==> config.mk <==
export PLATFORM = sky130hd
export DESIGN_NAME = huff_fetch_decomp
export DESIGN_NICKNAME = d
export VERILOG_FILES = /design/src/rtl/hfd_pkg.sv /design/src/rtl/hfd_tables.sv /design/src/rtl/hfd_canon.sv /design/src/rtl/huff_fetch_decomp.sv
export SDC_FILE = /design/constraint.sdc
export NUM_CORES = 2
export LEC_CHECK = 0
export BUFFER_PORTS_ARGS = -buffer_cell sky130_fd_sc_hd__buf_4
export CORE_UTILIZATION = 40
export CTS_BUF_LIST = sky130_fd_sc_hd__clkbuf_16
export CTS_CLUSTER_DIAMETER = 60
export DETAILED_ROUTE_END_ITERATION = 7
export PLACE_DENSITY = 0.63
export SLEW_MARGIN = 20
export SYNTH_ARGS = -nofsm -noshare
export SYNTH_HDL_FRONTEND = slang
export SYNTH_SLANG_ARGS = --single-unit
==> constraint.sdc <==
create_clock -name clk -period 19.6 [get_ports clk]
set_input_delay 1.96 -clock clk [delete_from_list [all_inputs] [get_ports clk]]
set_output_delay 1.96 -clock clk [all_outputs]
set_load 0.01 [all_outputs]
==> src/rtl/hfd_pkg.sv <==
package hfd_pkg;
    typedef enum logic [1:0] {
        TBL_SYM = 2'd0,
        TBL_LEN = 2'd1,
        TBL_LAT = 2'd2
    } tbl_kind_e;

    typedef enum logic [1:0] {
        S_IDLE   = 2'd0,
        S_SEEK   = 2'd1,
        S_DECODE = 2'd2
    } dstate_e;
endpackage

==> src/rtl/hfd_tables.sv <==
module hfd_tables
    import hfd_pkg::*;
#(
    parameter int MAX_LEN   = 12,
    parameter int CA_W      = 12,
    parameter int LAT_AW    = 6
) (
    input  logic                      clk,
    input  logic                      rst_n,
    input  logic                      we_i,
    input  tbl_kind_e                 kind_i,
    input  logic [7:0]                idx_i,
    input  logic [CA_W-1:0]           data_i,
    output logic [MAX_LEN:1][8:0]     cnt_o,
    input  logic [7:0]                sym_addr_i,
    output logic [7:0]                sym_o,
    input  logic [LAT_AW-1:0]         lat_addr_i,
    output logic [CA_W-1:0]           lat_o
);
    localparam int LAT_DEPTH = 1 << LAT_AW;

    logic [MAX_LEN:1][8:0] cnt_q;
    logic [7:0]            sym_mem [256];
    logic [CA_W-1:0]       lat_mem [LAT_DEPTH];

    // per-length codeword counts, cleared on reset
    always_ff @(posedge clk or negedge rst_n) begin
        if (!rst_n) begin
            cnt_q <= '0;
        end else if (we_i && kind_i == TBL_LEN) begin
            for (int l = 1; l <= MAX_LEN; l++) begin
                if (idx_i == 8'(l)) cnt_q[l] <= data_i[8:0];
            end
        end
    end

    always_ff @(posedge clk) begin
        if (we_i && kind_i == TBL_SYM) sym_mem[idx_i] <= data_i[7:0];
    end

    always_ff @(posedge clk) begin
        if (we_i && kind_i == TBL_LAT && {1'b0, idx_i} < 9'(LAT_DEPTH))
            lat_mem[idx_i[LAT_AW-1:0]] <= data_i;
    end

    assign cnt_o = cnt_q;
    assign sym_o = sym_mem[sym_addr_i];
    assign lat_o = lat_mem[lat_addr_i];
endmodule

==> src/rtl/hfd_canon.sv <==
module hfd_canon #(
    parameter int MAX_LEN = 12,
    parameter int CW      = MAX_LEN + 1
) (
    input  logic [MAX_LEN:1][8:0]    cnt_i,
    output logic [MAX_LEN:1][CW-1:0] first_o,
    output logic [MAX_LEN:1][7:0]    base_o
);
    // first code and symbol base per length, derived from counts
    always_comb begin
        logic [CW-1:0] f;
        logic [7:0]    b;
        f = '0;
        b = '0;
        for (int l = 1; l <= MAX_LEN; l++) begin
            first_o[l] = f;
            base_o[l]  = b;
            f = CW'((f + CW'(cnt_i[l])) << 1);
            b = 8'(b + cnt_i[l]);
        end
    end
endmodule

==> src/rtl/huff_fetch_decomp.sv <==
module huff_fetch_decomp
    import hfd_pkg::*;
#(
    parameter int IA_W     = 8,
    parameter int BLK_LOG2 = 2,
    parameter int CA_W     = 12,
    parameter int MAX_LEN  = 12,
    parameter int INSTR_W  = 32
) (
    input  logic               clk,
    input  logic               rst_n,
    input  logic               fetch_req,
    input  logic [IA_W-1:0]    fetch_addr,
    output logic               stall,
    output logic               instr_valid,
    output logic [INSTR_W-1:0] instr,
    output logic [31:0]        stall_count,
    output logic               stream_restart,
    output logic [CA_W-1:0]    stream_addr,
    input  logic [7:0]         stream_data,
    input  logic               stream_valid,
    output logic               stream_ready,
    input  logic               tbl_we,
    input  logic [1:0]         tbl_kind,
    input  logic [7:0]         tbl_idx,
    input  logic [CA_W-1:0]    tbl_data
);
    localparam int LAT_AW = IA_W - BLK_LOG2;
    localparam int LW     = $clog2(MAX_LEN + 1);
    localparam int CW     = MAX_LEN + 1;
    localparam int SPI    = INSTR_W / 8;
    localparam int SCW    = $clog2(SPI);

    dstate_e state_q, state_d;

    logic [7:0]         bitbuf_q;
    logic [3:0]         bitcnt_q;
    logic [MAX_LEN-2:0] code_q;
    logic [LW-1:0]      clen_q;
    logic [INSTR_W-9:0] sr_q;
    logic [SCW-1:0]     symcnt_q;
    logic [IA_W-1:0]    cur_q, tgt_q, nxt_q;
    logic               seq_ok_q;

    logic [MAX_LEN:1][8:0]    cnt_vec;
    logic [MAX_LEN:1][CW-1:0] first_vec;
    logic [MAX_LEN:1][7:0]    base_vec;
    logic [7:0]               sym_addr, sym_rd;
    logic [CA_W-1:0]          lat_rd;

    hfd_tables #(.MAX_LEN(MAX_LEN), .CA_W(CA_W), .LAT_AW(LAT_AW)) u_tables (
        .clk(clk), .rst_n(rst_n), .we_i(tbl_we), .kind_i(tbl_kind_e'(tbl_kind)),
        .idx_i(tbl_idx), .data_i(tbl_data), .cnt_o(cnt_vec),
        .sym_addr_i(sym_addr), .sym_o(sym_rd),
        .lat_addr_i(tgt_q[IA_W-1:BLK_LOG2]), .lat_o(lat_rd)
    );

    hfd_canon #(.MAX_LEN(MAX_LEN), .CW(CW)) u_canon (
        .cnt_i(cnt_vec), .first_o(first_vec), .base_o(base_vec)
    );

    // one code bit per cycle: extend the code and test it against its length
    logic [MAX_LEN-1:0] code_nxt;
    logic [LW-1:0]      clen_nxt;
    logic [CW-1:0]      code_ext, diff;
    logic               hit, have_bit, last_sym, seq_hit, done;

    always_comb begin
        code_nxt = {code_q, bitbuf_q[7]};
        clen_nxt = clen_q + LW'(1);
        code_ext = CW'(code_nxt);
        diff     = code_ext - first_vec[clen_nxt];
        hit      = (code_ext >= first_vec[clen_nxt]) && (diff < CW'(cnt_vec[clen_nxt]));
        sym_addr = base_vec[clen_nxt] + diff[7:0];
        have_bit = bitcnt_q != 4'd0;
        last_sym = symcnt_q == SCW'(SPI - 1);
        seq_hit  = seq_ok_q && (fetch_addr == nxt_q);
        done     = (state_q == S_DECODE) && have_bit && hit && last_sym && (cur_q == tgt_q);
    end

    always_comb begin
        state_d = state_q;
        unique case (state_q)
            S_IDLE:   if (fetch_req) state_d = seq_hit ? S_DECODE : S_SEEK;
            S_SEEK:   state_d = S_DECODE;
            S_DECODE: if (done) state_d = S_IDLE;
            default:  state_d = S_IDLE;
        endcase
    end

    always_ff @(posedge clk or negedge rst_n) begin
        if (!rst_n) state_q <= S_IDLE;
        else        state_q <= state_d;
    end

    always_ff @(posedge clk or negedge rst_n) begin
        if (!rst_n) begin
            bitbuf_q    <= '0;
            bitcnt_q    <= '0;
            code_q      <= '0;
            clen_q      <= '0;
            sr_q        <= '0;
            symcnt_q    <= '0;
            cur_q       <= '0;
            tgt_q       <= '0;
            nxt_q       <= '0;
            seq_ok_q    <= 1'b0;
            instr       <= '0;
            instr_valid <= 1'b0;
            stall_count <= '0;
        end else begin
            instr_valid <= 1'b0;
            if (stall) stall_count <= stall_count + 32'd1;
            unique case (state_q)
                S_IDLE: begin
                    if (fetch_req) begin
                        tgt_q    <= fetch_addr;
                        code_q   <= '0;
                        clen_q   <= '0;
                        symcnt_q <= '0;
                        if (seq_hit) begin
                            cur_q <= fetch_addr;
                        end else begin
                            cur_q    <= {fetch_addr[IA_W-1:BLK_LOG2], BLK_LOG2'(0)};
                            bitcnt_q <= '0;
                        end
                    end
                end
                S_SEEK: begin
                end
                S_DECODE: begin
                    if (!have_bit) begin
                        if (stream_valid) begin
                            bitbuf_q <= stream_data;
                            bitcnt_q <= 4'd8;
                        end
                    end else begin
                        bitbuf_q <= {bitbuf_q[6:0], 1'b0};
                        bitcnt_q <= bitcnt_q - 4'd1;
                        if (hit) begin
                            code_q   <= '0;
                            clen_q   <= '0;
                            sr_q     <= {sr_q[INSTR_W-17:0], sym_rd};
                            symcnt_q <= symcnt_q + SCW'(1);
                            if (last_sym) begin
                                cur_q <= cur_q + IA_W'(1);
                                if (&cur_q[BLK_LOG2-1:0]) bitcnt_q <= '0;
                                if (cur_q == tgt_q) begin
                                    instr       <= {sr_q, sym_rd};
                                    instr_valid <= 1'b1;
                                    nxt_q       <= cur_q + IA_W'(1);
                                    seq_ok_q    <= 1'b1;
                                end
                            end
                        end else if (clen_nxt == LW'(MAX_LEN)) begin
                            code_q <= '0;
                            clen_q <= '0;
                        end else begin
                            code_q <= code_nxt[MAX_LEN-2:0];
                            clen_q <= clen_nxt;
                        end
                    end
                end
                default: begin
                end
            endcase
        end
    end

    always_comb begin
        stall          = state_q != S_IDLE;
        stream_restart = state_q == S_SEEK;
        stream_ready   = (state_q == S_DECODE) && !have_bit;
        stream_addr    = lat_rd;
    end

    p_valid_pulse_r6: assert property (@(posedge clk) disable iff (!rst_n)
        instr_valid |=> !instr_valid);
    p_stall_ends_valid_r6: assert property (@(posedge clk) disable iff (!rst_n)
        $fell(stall) |-> instr_valid);
    p_restart_after_fetch_r4: assert property (@(posedge clk) disable iff (!rst_n)
        stream_restart |-> $past(fetch_req));
    p_stall_counted_r7: assert property (@(posedge clk) disable iff (!rst_n)
        stall |=> stall_count == $past(stall_count) + 32'd1);
    p_ready_holds_r8: assert property (@(posedge clk) disable iff (!rst_n)
        (stream_ready && !stream_valid) |=> stream_ready);
endmodule

---- Word level (Yosys, flattened, before mapping) ----
Memories as Yosys holds them, arrays and structs flattened.
Index checks and enable logic that the tools add are counted.
word-level totals
  bits of input ports ..................... 43
  register bits ........................... 253
  memories kept ........................... 2
  memory bits (writable) .................. 2816
  word-level logic and storage cells ...... 175
  output and inout port bits .............. 80
memories
  memory            depth  width  rd ports  clocked after memory_dff  wr ports  line              text
  u_tables.sym_mem  256    8      1         0                         1         hfd_tables.sv:23  logic [7:0] sym_mem [256];
  u_tables.lat_mem  64     12     1         0                         1         hfd_tables.sv:24  logic [CA_W-1:0] lat_mem [LAT_DEPTH];
operators by class
  equal/unequal tests ..................... 27
  reductions and logical operators ........ 40
  order comparisons ....................... 4
  multiplexer cells ....................... 49
  add/sub/neg operators ................... 27
operators with widths
  cell                                                                    number
  12-bit by 9-bit adder with 12-bit output                                9
  8-bit adder                                                             11
  8-bit 2-to-1 mux                                                        7
  13-bit binary-select mux with 4-bit select                              1
  11-bit 2-to-1 mux                                                       4
  4-bit 2-to-1 mux                                                        11
  8-bit by 4-bit equality test with 1-bit output (second input constant)  5
  9-bit binary-select mux with 4-bit select                               1
  32-bit by 1-bit adder with 32-bit output (second input constant)        1
  8-bit binary-select mux with 4-bit select                               1
  8-bit by 3-bit equality test with 1-bit output (second input constant)  4
  2-bit AND reduction                                                     16
  11-bit one-hot mux with 2 select lines                                  1
  8-bit by 2-bit equality test with 1-bit output (second input constant)  2
  8-bit equality test                                                     2
  4-bit one-hot mux with 2 select lines                                   2
  8-bit one-hot mux with 2 select lines                                   1
  2-bit 2-to-1 mux                                                        7
  12-bit by 13-bit greater-or-equal comparator with 1-bit output          1
  13-bit by 9-bit less-than comparator with 1-bit output                  1
  13-bit 2-to-1 mux                                                       1
  12-bit by 13-bit subtractor with 13-bit output                          1
  2-bit inequality test (second input constant)                           6
  10-bit by 9-bit adder with 11-bit output                                1
  other kinds (23)                                                        50

---- Depth between registers and ports, before layout ----
  depth in word-level cells ............... 20
  depth in mapped cells ................... 46
  depth with buffers taken out ............ 43

---- By module ----
Synthesis repeated with hierarchy kept, for this count alone.
second synthesis, totals
  cell total of the unflattened synthesis .. 6958
  area, all modules ....................... 129279.0 sq um
by module, submodules not included
  module             area an instance (sq um)  seq. area each (sq um)  times used  cells each
  hfd_tables         112218.9                  87263.7                 1           5142
  huff_fetch_decomp  10453.8                   3628.5                  1           972
  hfd_canon          6606.3                    0.0                     1           844

---- Worst setup path before layout ----
OpenSTA, ideal clock, no wires.
  path kind ............................... register -> register
  start ................................... register u_tables.cnt_q, in the netlist u_tables.cnt_o[9]
  end ..................................... register sr_q[7]
  data arrival time ....................... 10274 ps
  setup slack ............................. 9199 ps
  library setup time ...................... 127 ps
  data required time ...................... 19473 ps
  stages on the path, launching flop included .. 44
  clock period less this slack ............ 10401 ps
  buffers on the path ..................... 3
  cells stage by stage .................... dfrtp_1 > ha_1 > fa_1 > inv_1 > fa_1 > xnor2_1 > ha_1 > xnor2_1 > ha_1 > xnor2_1 > ha_1 > xnor2_1 > ha_1 > xnor2_1 > ha_1 > and3_1 > or3_1 > xor2_1 > [8 not listed] > xor2_1 > ha_1 > a21oi_1 > xor2_1 > nor2_1 > a21oi_1 > a21oi_1 > ha_1 > nor2b_1 > a311oi_1 > buf_2 > buf_1 > clkbuf_1 > mux2i_1 > a21oi_1 > a21oi_1 > a221oi_2 > mux2_1
on the way
  word-level cells in the longest chain between the ends .. 16
  elaborated cells on any way between the ends .. 33
  those cells by class .................... add/sub (22); order compare (2); mux (6); reduce/logical (2); memory (1)
ends and longest elaborated chain
  what                                                    line                                              text
  start: declaration                                      hfd_tables.sv:22                                  logic [MAX_LEN:1][8:0] cnt_q;
  start signal: indexed assignment                        hfd_tables.sv:32                                  if (idx_i == 8'(l)) cnt_q[l] <= data_i[8:0];
  10-bit by 9-bit adder with 11-bit output                hfd_canon.sv:18                                   f = CW'((f + CW'(cnt_i[l])) << 1);
  12-bit by 9-bit adder with 12-bit output (9 in series)  hfd_canon.sv:18
  13-bit binary-select mux with 4-bit select              huff_fetch_decomp.sv:72, huff_fetch_decomp.sv:73
  13-bit 2-to-1 mux (not written as such)                 huff_fetch_decomp.sv:72, huff_fetch_decomp.sv:73
  12-bit by 13-bit subtractor with 13-bit output          huff_fetch_decomp.sv:72                           diff = code_ext - first_vec[clen_nxt];
  13-bit by 9-bit less-than comparator with 1-bit output  huff_fetch_decomp.sv:73                           hit = (code_ext >= first_vec[clen_nxt]) && (diff < CW'(cnt_vec[clen_nxt]));
  1-bit logical AND                                       huff_fetch_decomp.sv:73
  3-bit AND reduction (no source line)                    --
  end signal: assignment                                  huff_fetch_decomp.sv:143                          sr_q <= {sr_q[INSTR_W-17:0], sym_rd};
  end: declaration                                        huff_fetch_decomp.sv:40                           logic [INSTR_W-9:0] sr_q;
Parallel ways exist; a longest one is shown, timed or not. The select of a mux whose other input is x is not followed.
A chain may end at the register's enable or synchronous reset.

---- Worst setup path after layout ----
  start ................................... register u_tables.cnt_q, in the netlist u_tables.cnt_o[0]
  end ..................................... register instr[3]
on the way
  word-level cells in the longest chain between the ends .. 16
  elaborated cells on any way between the ends .. 33
  those cells by class .................... add/sub (22); order compare (2); mux (6); reduce/logical (2); memory (1)
ends and longest elaborated chain
  what                                                    line                                              text
  10-bit by 9-bit adder with 11-bit output                hfd_canon.sv:18
  12-bit by 9-bit adder with 12-bit output (9 in series)  hfd_canon.sv:18
  13-bit binary-select mux with 4-bit select              huff_fetch_decomp.sv:72, huff_fetch_decomp.sv:73
  13-bit 2-to-1 mux (not written as such)                 huff_fetch_decomp.sv:72, huff_fetch_decomp.sv:73
  12-bit by 13-bit subtractor with 13-bit output          huff_fetch_decomp.sv:72
  13-bit by 9-bit less-than comparator with 1-bit output  huff_fetch_decomp.sv:73
  1-bit logical AND                                       huff_fetch_decomp.sv:73
  5-bit AND reduction (no source line)                    --
  end signal: assignment                                  huff_fetch_decomp.sv:149                          instr <= {sr_q, sym_rd};
  end: declaration                                        huff_fetch_decomp.sv:16                           output logic [INSTR_W-1:0] instr,
Parallel ways exist; a longest one is shown, timed or not. The select of a mux whose other input is x is not followed.

==> impl_metrics.prom <==
# TYPE chip_impl_metric gauge
chip_impl_metric{name="num_vias",unit=""} 66600
chip_impl_metric{name="firstDrtPassIters",unit=""} 8
chip_impl_metric{name="remaining_drc_errors",unit=""} 0
chip_impl_metric{name="cellLeakagePower",unit="nW"} 48.8
chip_impl_info{name="tritoncts",value="built"} 1
chip_impl_metric{name="mappedNetlistNets",unit=""} 6983
chip_impl_metric{name="horizontal_extent_of_the_die",unit="µm"} 572
chip_impl_metric{name="critical_path_peak_fanout",unit=""} 41
chip_impl_metric{name="grt_first_pass_wirelength",unit="µm"} 485000
chip_impl_metric{name="placed_instance_area",unit="µm²"} 136000
chip_impl_info{name="critical_path.reg2reg.startpoint",value="u_tables.cnt_o[0]$_DFFE_PN0P_"} 1
chip_impl_metric{name="drt.antenna.violating_nets",unit=""} 0
chip_impl_info{name="rsz0062_at_grt",value="no"} 1
chip_impl_metric{name="cts_resized",unit=""} 0
chip_impl_metric{name="synth_top_area_share",unit=""} 0.651
chip_impl_metric{name="setup_viol",unit=""} 0
chip_impl_metric{name="final-max-slew-violation-count",unit=""} 0
chip_impl_info{name="cp_slowest_cell",value="buf_4"} 1
chip_impl_metric{name="detailedPlacementHpwl",unit="µm"} 202000
chip_impl_metric{name="synth.cell_area",unit="µm²"} 130000
chip_impl_metric{name="cts.repair_timing.setup_buffer_count",unit=""} 0
chip_impl_metric{name="finalCritPeriodShare",unit=""} 0.646
chip_impl_info{name="cp-startpoint",value="u_tables.cnt_o[0]$_DFFE_PN0P_"} 1
chip_impl_metric{name="via_per_inst",unit=""} 5.76
chip_impl_metric{name="synth-edff-count",unit=""} 2816
chip_impl_metric{name="buffer_ports.inserted",unit=""} 122
chip_impl_metric{name="worstPathRequired",unit="ps"} 20370
chip_impl_info{name="hold_path.startpoint",value="seq_ok_q$_DFFE_PN0P_"} 1
chip_impl_metric{name="max_clock_freq",unit="MHz"} 78.9
chip_impl_info{name="worst_setup_path_end_kind",value="flip-flop"} 1
chip_impl_metric{name="die_h",unit="µm"} 572
chip_impl_metric{name="grt_usage",unit=""} 0.203
chip_impl_metric{name="detailedPlace.worstSlack",unit="ps"} 7060
chip_impl_metric{name="core",unit="µm²"} 322000
chip_impl_metric{name="tightestPinTransition",unit="ps"} 1190
chip_impl_metric{name="worst_slew_margin_rel",unit=""} 0.206
chip_impl_info{name="postSynth.topFlopCell",value="edfxtp_1"} 1
chip_impl_metric{name="ys_seq_elements",unit=""} 3069
chip_impl_info{name="worstHoldPathType",value="reg2reg"} 1
chip_impl_info{name="post_synth_main_area_contributors",value="edfxtp_1, mux4_2, dfrtp_1"} 1
chip_impl_metric{name="totalNegativeSetupSlack",unit="ps"} 0
chip_impl_metric{name="worst_slack",unit="ps"} 6930
chip_impl_metric{name="syn-instance-count",unit=""} 6712
chip_impl_metric{name="ctsLongestPathBuffers",unit=""} 4
chip_impl_info{name="crit_top_cell",value="ha_1"} 1
chip_impl_metric{name="yosysWarnings",unit=""} 0
chip_impl_info{name="synth_most_common_cell",value="edfxtp_1"} 1
chip_impl_info{name="critPathKind",value="reg2reg"} 1
chip_impl_metric{name="floorplan.initialDensity",unit=""} 0.403
chip_impl_metric{name="die_area",unit="µm²"} 327000
chip_impl_metric{name="irDropWorstVdd",unit="µV"} 505
chip_impl_metric{name="postSynthAreaPerCell",unit="µm²"} 19.3
chip_impl_info{name="yosys_top_cell_by_area",value="edfxtp_1"} 1
chip_impl_metric{name="cts_made_buffers",unit=""} 328
chip_impl_metric{name="grt_max_degree",unit=""} 205
chip_impl_metric{name="signed_area_change_from_the_synthesized_netlist_to_the_final_layout",unit="%"} 13.2
chip_impl_metric{name="grt_antenna_before_repair",unit=""} 14
chip_impl_metric{name="gpl.final_weighted_congestion",unit=""} 0.902
chip_impl_metric{name="yosys.cell_types.count",unit=""} 92
chip_impl_metric{name="timing.hold.ws",unit="ps"} 484
chip_impl_metric{name="wirelength",unit="µm"} 333000
chip_impl_metric{name="final_period_minus_worst_setup_slack",unit="ps"} 12670
chip_impl_metric{name="io_pins",unit=""} 123
chip_impl_metric{name="postCtsHoldBufs",unit=""} 0
chip_impl_metric{name="synth_seq_area_share",unit=""} 0.700
chip_impl_metric{name="number_of_cell_rows",unit=""} 208
chip_impl_metric{name="final_net_count",unit=""} 7245
chip_impl_metric{name="clock_tree.htree_level_count",unit=""} 5
chip_impl_info{name="run_status",value="complete, no violations"} 1
chip_impl_metric{name="timing.max_cap.violations",unit=""} 0
chip_impl_metric{name="dr.first_iter.drc_count",unit=""} 7420
chip_impl_metric{name="timing.critical_path.buf_inv",unit=""} 3
chip_impl_info{name="synth.top_cells.by_count",value="edfxtp_1, mux4_2, nor2_1, dfrtp_1, clkbuf_1"} 1
chip_impl_metric{name="clock_sink_count",unit=""} 3069
chip_impl_metric{name="clock_transition_at_the_registers_of_the_reported_paths",unit="ps"} 60
chip_impl_metric{name="first_global_vias",unit=""} 67700
chip_impl_metric{name="timing.critical_path.arrival",unit="ps"} 13440
chip_impl_metric{name="grt.overflow.total",unit=""} 0
chip_impl_metric{name="clock_insertion_delay_worst_skew",unit="ps"} 930
chip_impl_metric{name="power_density",unit="nW/µm²"} 178
chip_impl_metric{name="cp_slowest_stage_delay",unit="ps"} 690
chip_impl_info{name="kind_of_cell_adding_the_most_delay_to_the_critical_path",value="adder cells"} 1
chip_impl_info{name="cp-start-kind",value="flip-flop"} 1
chip_impl_metric{name="final_cell_area",unit="µm²"} 147000
chip_impl_metric{name="detail_route.wl_per_cell",unit="µm"} 28.9
chip_impl_info{name="clockRootBuffer",value="clkbuf_16"} 1
chip_impl_metric{name="clock_skew",unit="ps"} 58.7
chip_impl_metric{name="post_route_cells_drive_above_1_share",unit=""} 0.267
chip_impl_metric{name="synth_async_sr_flop_share",unit=""} 0.0824
chip_impl_metric{name="timing.final.hold_violations",unit=""} 0
cell type report:
cell class	count	area [µm²]
well taps	4305	5390
repair buffers	285	2350
diodes	7	17.5
fillers	26900	175000
inverters	115	432
clock buffers	337	8430
clock inverters	255	2000
multi-input cells	3175	37400
flip-flops and latches	3069	90900
sequential cells by signal, indices dropped and copies added, names as in the netlist, 8 cells and up:
name / cells
bitbuf_q: 8
code_q: 11
cur_q: 8
instr: 32
nxt_q: 8
sr_q: 24
stall_count: 32
tgt_q: 8
u_tables.cnt_o: 108
u_tables.lat_mem: 768
u_tables.sym_mem: 2048
per-stage QoR:
stage	utilization	power [mW]	std cells
final	0.456	26.1	11500
after CTS	0.456	26.3	11500
after global routing	0.456	27.1	11500
after detailed placement	0.424	20.2	10900
after global placement	0.424	20.2	10900
after floorplan	-	15.9	6712
layer usage:
| layer | vias up | global-route usage | wire, µm | part of all wire |
|---|---|---|---|---|
| met5 | - | 0 | 19 | 0.000057 |
| met4 | 2 | 0.0585 | 10000 | 0.030 |
| met3 | 535 | 0.0384 | 24800 | 0.074 |
| met2 | 2623 | 0.329 | 160000 | 0.48 |
| met1 | 35400 | 0.280 | 138000 | 0.41 |
| li1 | 27900 | - | - | - |
placed cells by master (no fill, tap or decap), types with 77 or more instances in the layout:
| master | netlist | routed |
|---|---|---|
| a21oi_1 | 157 | 157 |
| buf_4 | 1 | 262 |
| clkbuf_16 | 0 | 337 |
| dfrtp_1 | 253 | 248 |
| edfxtp_1 | 2816 | 2816 |
| ha_1 | 207 | 205 |
| inv_1 | 115 | 186 |
| mux2_2 | 155 | 155 |
| mux2i_1 | 118 | 118 |
| mux4_2 | 935 | 935 |
| nand2_1 | 208 | 206 |
| nand3_1 | 86 | 77 |
| nor2_1 | 458 | 431 |
| o21ai_0 | 124 | 124 |
| xnor2_1 | 126 | 120 |
cells by family after synthesis:
kind of cell    synth area share
fa+ha+maj                 0.0232
flops                      0.700
simple gates              0.0331
buf+inv                   0.0142
mux                        0.185
xor+xnor                  0.0148
compound gates            0.0291
power by group:
group | total [mW] | internal [mW] | switching, mW
Clock | 6.02 | 3.46 | 2.56
Combinational | 12.7 | 5.41 | 7.27
Sequential | 7.39 | 7.21 | 0.175
final timing paths:
check                                                to  slack (ps)  cells after the start
worst max-delay path               instr[3]$_DFFE_PN0P_        6930                     40
worst min register to register     seq_ok_q$_DFFE_PN0P_         480                      1
max in group asynchronous         instr[11]$_DFFE_PN0P_       16480                      3
worst min-delay path               seq_ok_q$_DFFE_PN0P_         480                      1
worst max register to register     instr[3]$_DFFE_PN0P_        6930                     40
min in group asynchronous       bitbuf_q[5]$_DFFE_PN0P_        1080                      1
(Power assumes the default switching activity.)
